**src/rtl/bmf_pkg.sv**
```systemverilog
package bmf_pkg;
    localparam int ADDR_W     = 48;
    localparam int WORD_W     = 32;
    localparam int ADDR_BYTES = ADDR_W / 8;
    localparam int WORD_BYTES = WORD_W / 8;
    localparam int NUM_WORDS  = (ADDR_BYTES + WORD_BYTES - 1) / WORD_BYTES;
    localparam int SEL_W      = $clog2(2 * NUM_WORDS);

    typedef enum logic {
        ST_IDLE   = 1'b0,
        ST_REPORT = 1'b1
    } bmf_state_e;
endpackage

```
**src/rtl/bmf_wordreg.sv**
```systemverilog
module bmf_wordreg #(
    parameter int ADDR_W     = 48,
    parameter int WORD_W     = 32,
    parameter int NUM_WORDS  = 2,
    parameter int SEL_W      = 2,
    parameter int BASE_SEL   = 0,
    parameter bit RESET_ONES = 1'b0
) (
    input  logic              clk,
    input  logic              rst_n,
    input  logic              wr_en,
    input  logic [SEL_W-1:0]  wr_sel,
    input  logic [WORD_W-1:0] wr_data,
    output logic [ADDR_W-1:0] value
);
    // One register word per slice of the wide value; the last may be narrower.
    for (genvar w = 0; w < NUM_WORDS; w++) begin : g_word
        localparam int LO    = w * WORD_W;
        localparam int HI    = (LO + WORD_W > ADDR_W) ? ADDR_W - 1 : LO + WORD_W - 1;
        localparam int WIDTH = HI - LO + 1;

        logic [WIDTH-1:0] word_q;
        logic             hit;

        assign hit = wr_en && (wr_sel == SEL_W'(BASE_SEL + w));

        always_ff @(posedge clk) begin
            if (!rst_n) begin
                word_q <= {WIDTH{RESET_ONES}};
            end else if (hit) begin
                word_q <= wr_data[WIDTH-1:0];
            end
        end

        assign value[HI:LO] = word_q;
    end
endmodule

```
**src/rtl/bmf_match.sv**
```systemverilog
module bmf_match #(
    parameter int ADDR_W = 48
) (
    input  logic [ADDR_W-1:0] bssid,
    input  logic [ADDR_W-1:0] mac,
    input  logic [ADDR_W-1:0] mask,
    output logic              hit
);
    localparam int LANES = ADDR_W / 8;

    logic [LANES-1:0] lane_ok;

    // Each byte lane is compared independently on its selected bits.
    for (genvar b = 0; b < LANES; b++) begin : g_lane
        logic [7:0] diff;
        assign diff       = (bssid[b*8 +: 8] ^ mac[b*8 +: 8]) & mask[b*8 +: 8];
        assign lane_ok[b] = (diff == 8'h00);
    end

    assign hit = &lane_ok;
endmodule

```
**src/rtl/bssid_mask_filter.sv**
```systemverilog
module bssid_mask_filter
    import bmf_pkg::*;
(
    input  logic              clk,
    input  logic              rst_n,
    input  logic              wr_en,
    input  logic [SEL_W-1:0]  wr_sel,
    input  logic [WORD_W-1:0] wr_data,
    input  logic              bssid_vld,
    input  logic [ADDR_W-1:0] bssid,
    output logic              res_vld,
    output logic              res_accept
);
    logic [ADDR_W-1:0] mask_q;
    logic [ADDR_W-1:0] mac_q;
    logic              match_hit;
    bmf_state_e        state_q;
    bmf_state_e        state_d;

    // Mask words sit at selects 0..NUM_WORDS-1 and reset to all ones.
    bmf_wordreg #(
        .ADDR_W(ADDR_W), .WORD_W(WORD_W), .NUM_WORDS(NUM_WORDS),
        .SEL_W(SEL_W), .BASE_SEL(0), .RESET_ONES(1'b1)
    ) u_mask (
        .clk(clk), .rst_n(rst_n), .wr_en(wr_en), .wr_sel(wr_sel),
        .wr_data(wr_data), .value(mask_q)
    );

    // MAC words follow the mask words and reset to zero.
    bmf_wordreg #(
        .ADDR_W(ADDR_W), .WORD_W(WORD_W), .NUM_WORDS(NUM_WORDS),
        .SEL_W(SEL_W), .BASE_SEL(NUM_WORDS), .RESET_ONES(1'b0)
    ) u_mac (
        .clk(clk), .rst_n(rst_n), .wr_en(wr_en), .wr_sel(wr_sel),
        .wr_data(wr_data), .value(mac_q)
    );

    // The comparison uses the register contents before any write in this cycle.
    bmf_match #(.ADDR_W(ADDR_W)) u_match (
        .bssid(bssid), .mac(mac_q), .mask(mask_q), .hit(match_hit)
    );

    always_comb begin
        state_d = state_q;
        unique case (state_q)
            ST_IDLE:   state_d = bssid_vld ? ST_REPORT : ST_IDLE;
            ST_REPORT: state_d = bssid_vld ? ST_REPORT : ST_IDLE;
            default:   state_d = ST_IDLE;
        endcase
    end

    always_ff @(posedge clk) begin
        if (!rst_n) state_q <= ST_IDLE;
        else        state_q <= state_d;
    end

    always_ff @(posedge clk) begin
        if (!rst_n)         res_accept <= 1'b0;
        else if (bssid_vld) res_accept <= match_hit;
        else                res_accept <= 1'b0;
    end

    assign res_vld = (state_q == ST_REPORT);
endmodule

```
**config.mk**
```make
export PLATFORM = sky130hd
export DESIGN_NAME = bssid_mask_filter
export DESIGN_NICKNAME = d
export VERILOG_FILES = /design/src/rtl/bmf_pkg.sv /design/src/rtl/bmf_wordreg.sv /design/src/rtl/bmf_match.sv /design/src/rtl/bssid_mask_filter.sv
export SDC_FILE = /design/constraint.sdc
export NUM_CORES = 1
export LEC_CHECK = 0
export BUFFER_PORTS_ARGS = -buffer_cell sky130_fd_sc_hd__buf_4
export CORE_ASPECT_RATIO = 2
export CORE_MARGIN = 5
export CORE_UTILIZATION = 45
export DETAILED_ROUTE_END_ITERATION = 10
export PLACE_DENSITY_LB_ADDON = 0.15
export SYNTH_ARGS = -nofsm -noshare
export SYNTH_HDL_FRONTEND = slang
export SYNTH_SLANG_ARGS = --single-unit
```
**constraint.sdc**
```tcl
create_clock -name clk -period 1.35 [get_ports clk]
set_input_delay 0.0675 -clock clk [delete_from_list [all_inputs] [get_ports clk]]
set_output_delay 0.0675 -clock clk [all_outputs]
set_load 0.01 [all_outputs]
```
Word level (Yosys, flattened, before mapping). Index checks and enable logic that the tools add are counted.

Register bits after elaboration: 98. Memories: 0. RAM bits: 0. Output and inout bits: 2. Latch bits: 0. Logic and storage cells: 35. Bits in read-only memories: 0.

Reduce and logical (&&, ||, !) cells: 13. Add/sub/neg operators: 0. Bitwise gates (word level): 12. Equality and inequality tests: 3. Div/mod/pow operators: 0. Magnitude comparators: 0. Shift operators: 0. Multipliers: 0. Muxes and demuxes: 1.

Operators by type and width (number): 8-bit AND (6); 8-bit zero test (6); 8-bit bitwise XOR (6); 6-bit AND reduction (1); 2-bit equality test (second input constant) (2); 1-bit logical AND (4); 2-bit by 1-bit equality test with 1-bit output (second input constant) (1); 2-bit zero test (1); 2-bit AND reduction (1); 1-bit 2-to-1 mux (1).

Depth between registers and ports, before layout.
Depth in word-level cells: 4. Mapped depth: 6.

By module. From an unflattened synthesis, not the netlist that was laid out.

Cells, all modules: 470. Area, all modules: 4650.7 um^2.

By module, submodules not included: bmf_wordreg (u_mask) (cells each 194, times used 1, area each 2059.5 um^2); bmf_wordreg (u_mac) (cells each 192, times used 1, area each 1883.1 um^2); bmf_match (cells each 80, times used 1, area each 655.6 um^2); bssid_mask_filter (cells each 4, times used 1, area each 52.6 um^2).

Worst setup path after synthesis. No wires, ideal clock.

Path kind: reg2reg. From: reg u_mac.g_word[0].word_q[16]. To: reg res_accept. Stages on the path, launching flop included: 6. Arrival: 1.197 ns. Path buffers: 0. Library setup time: 0.088 ns. Slack: 0.065 ns. Data required time: 1.262 ns. Cells stage by stage: dfxtp_1 -> xor2_1 -> a22o_1 -> a221oi_2 -> nand4_1 -> nor4_2.

Word-level cells in the longest chain between the ends: 4.

RTL lines: start, declared (RTL line bmf_wordreg.sv:22) `logic [WIDTH-1:0] word_q;`; start signal, assigned (RTL line bmf_wordreg.sv:29) `word_q <= {WIDTH{RESET_ONES}};`; start signal, assigned (RTL line bmf_wordreg.sv:31) `word_q <= wr_data[WIDTH-1:0];`; 8-bit bitwise XOR (RTL line bmf_match.sv:16) `assign diff = (bssid[b*8 +: 8] ^ mac[b*8 +: 8]) & mask[b*8 +: 8];`; 8-bit AND (RTL line bmf_match.sv:16); 8-bit zero test (RTL line bmf_match.sv:17) `assign lane_ok[b] = (diff == 8'h00);`; 6-bit AND reduction (RTL line bmf_match.sv:20) `assign hit = &lane_ok;`; end signal, assigned (RTL line bssid_mask_filter.sv:59) `else if (bssid_vld) res_accept <= match_hit;`; end, declared (RTL line bssid_mask_filter.sv:12) `output logic res_accept`.

No other way between the ends. A chain may end at the register's enable or synchronous reset.

Final worst setup path.
From: reg u_mac.g_word[0].word_q[9]. To: reg res_accept.

The elaborated chain is that of the path after synthesis.

==> impl_metrics.env <==
export IMPL_status="complete, but fails checks"
export IMPL_violations="setup timing"
export IMPL_cts_root_buffer="clkbuf_16"
export IMPL_drt_iter0_markers=221
export IMPL_synth_net_count=591
export IMPL_cp_arrival_ns=1.66
export IMPL_grt_max_degree=97
export IMPL_die_w_um=78.1
export IMPL_synth_cell_types=23
export IMPL_grtUsageTotal_pct=20.9
export IMPL_synth_largest_area_cell="dfxtp_1"
export IMPL_mostFrequentLayoutCells="193 x nand2_1, 100 x buf_4, 96 x dfxtp_1"
export IMPL_leakagePower_uw=0.00257
export IMPL_die_area_sq_um=11400
export IMPL_min_period_over_period_pct=104
export IMPL_gp_congestion=0.811
export IMPL_path_max_fanout=2
export IMPL_routedWlPerCell_um=16.3
export IMPL_yosysTopAreaCellShare_pct=47.0
export IMPL_synth_area_per_cell_sq_um=8.26
export IMPL_syn_area_sq_um=4170
export IMPL_worst_slack_ns=-0.0576
export IMPL_ant_nets=0
export IMPL_power_density_nw_per_um2=1190
export IMPL_slew_violations=0
export IMPL_crit_path_end_kind="flip-flop"
export IMPL_cts_tree="done"
export IMPL_std_cell_rows=49
export IMPL_setup_viol=1
export IMPL_post_dp_hpwl_um=8360
export IMPL_place_area_sq_um=4980
export IMPL_fin_area_sq_um=5640
export IMPL_cts_buffers=9
export IMPL_die_h_um=146
export IMPL_synth_area_leaders="dfxtp_1 47%, nand2_1 17%, xor2_1 10%"
export IMPL_yosys_register_bits=98
export IMPL_globalRouteOverflowTotal=0
export IMPL_clk_path_buf_depth=2
export IMPL_clock_skew_final_ns=0.00403
export IMPL_utilization_pct=62.6
export IMPL_antennaDiodeCount=0
export IMPL_first_global_vias=3827
export IMPL_final_cells=725
export IMPL_wirelength_um=11800
export IMPL_relSlewSlack_pct=42.1
export IMPL_clock_latency_ns=0.33
export IMPL_pin_count=88
export IMPL_finalHoldViolCount=0
export IMPL_drc=0
export IMPL_viasPerCell=5.23
export IMPL_drv_cap=0
export IMPL_required_ns=1.60
export IMPL_antenna_found_initial=0
export IMPL_nets=704
export IMPL_ys_warn_count=0
export IMPL_synthCells=505
export IMPL_clock_sinks=98
export IMPL_place_inst=678
export IMPL_post_cts_buffers=0
export IMPL_ys_seq_area_share_pct=47.0
export IMPL_rsz0062_at_grt="true"
export IMPL_initial_core_util_pct=46.3
export IMPL_place_ws_ns=-0.159
export IMPL_routed_via_count=3790
export IMPL_cp_start_kind="flip-flop"
export IMPL_path_clk_slew_ns=0.07
export IMPL_drive_above_1_share_pct=20.9
export IMPL_crit_type="reg -> reg"
export IMPL_syn2layout_area_growth_pct=35.3
export IMPL_hp_class="in -> reg"
export IMPL_dr_pass1_iters=4
export IMPL_worst_ir_drop_vdd_uv=1320
export IMPL_core_region_area_sq_um=9010
export IMPL_period_needed_ns=1.41
export IMPL_worst_pin_slew_ns=0.869
export IMPL_final_common_cell="nand2_1"
export IMPL_max_clock_freq_ghz=0.710
export IMPL_port_buffers=87
export IMPL_cts_max_level=3
export IMPL_grt_pass1_wl_um=19000
## registers in the layout, summed over array words and instances, names as in the netlist
register              cells
u_mask.g_word.word_q     48
u_mac.g_word.word_q      48
res_accept                1
res_vld                   1
## Yosys cell counts
cell type,instances
and3_1,1
and3b_1,1
nor2_1,1
a22o_1,9
or3b_1,1
nor3b_2,1
a21boi_0,9
nand3b_1,1
dfxtp_1,98
a21boi_1,40
a222oi_1,1
a221oi_1,6
clkbuf_1,18
nand2_1,193
or2_1,1
a221oi_2,3
a22oi_1,4
xor2_1,48
nand4_1,3
buf_2,14
nand3_1,50
and2_1,1
nor4_2,1
## layer usage
metal,vias up,track usage [%],part of all wire [%]
li1,1889,-,-
met1,1775,24.4,38
met2,102,37.5,54
met3,24,3.58,4.9
met4,0,7.36,2.3
met5,-,0,0
## logic make-up after synthesis
group	after synthesis	share of synthesized area, %
buffers and inverters	32	3.30
AOI/OAI and AO/OA	72	14.0
xor gates and xnor gates	48	10.1
and+or+nand+nor	255	25.6
DFF	98	47.0
## critical path, stage by stage, from the launching register on
cell	delay, ns
dfxtp_2	0.32
xor2_1	0.15
a22o_1	0.22
a221oi_2	0.21
nand4_1	0.15
nor4_2	0.27
## layout make-up
cell class | count | area (sq um)
multi-input combinational | 375 | 2100
tap | 102 | 128
clock buffer | 10 | 239
sequential | 98 | 1960
timing repair buffer | 134 | 1120
fill | 796 | 3370
clock inverter | 6 | 90.1
## metrics by stage
step           total power, uW  hold WS [ns]  TNS (ns)
6_report                  6710       0.00811   -0.0576
5_1_grt                   6960        0.0167    -0.148
4_1_cts                   6740       0.00520   -0.0676
3_5_place_dp              3930         0.294    -0.159
3_3_place_gp              3920         0.287    -0.117
2_1_floorplan             3520         0.191         0
## worst paths after layout
check | cells after the start | from | slack, ns | to
hold / removal | 3 | wr_data[4] | 0.008 | u_mask.g_word[1].word_q[4]
hold reg to reg | 2 | u_mac.g_word[0].word_q[9] | 0.46 | u_mac.g_word[0].word_q[9]
setup reg to reg | 5 | u_mac.g_word[0].word_q[9] | -0.06 | res_accept
setup / recovery | 5 | u_mac.g_word[0].word_q[9] | -0.06 | res_accept
## power breakdown
group,total [uW],leakage (uW),internal [uW],switching [uW]
Clock,2760,0.000159,1680,1080
Sequential,3090,0.000802,3020,74.6
Combinational,857,0.00161,452,405
Total,6710,0.00257,5140,1560
## repair_timing
action / CTS / global route
gates resized for setup: 5 / 0
pin swaps: 6 / 1
hold buffers: 31 / 0
gates cloned: 0 / 0
hold endpoints to repair: 51 / 0
endpoints found under the setup margin: 1 / 1
Power figures use the tool's default switching activity.
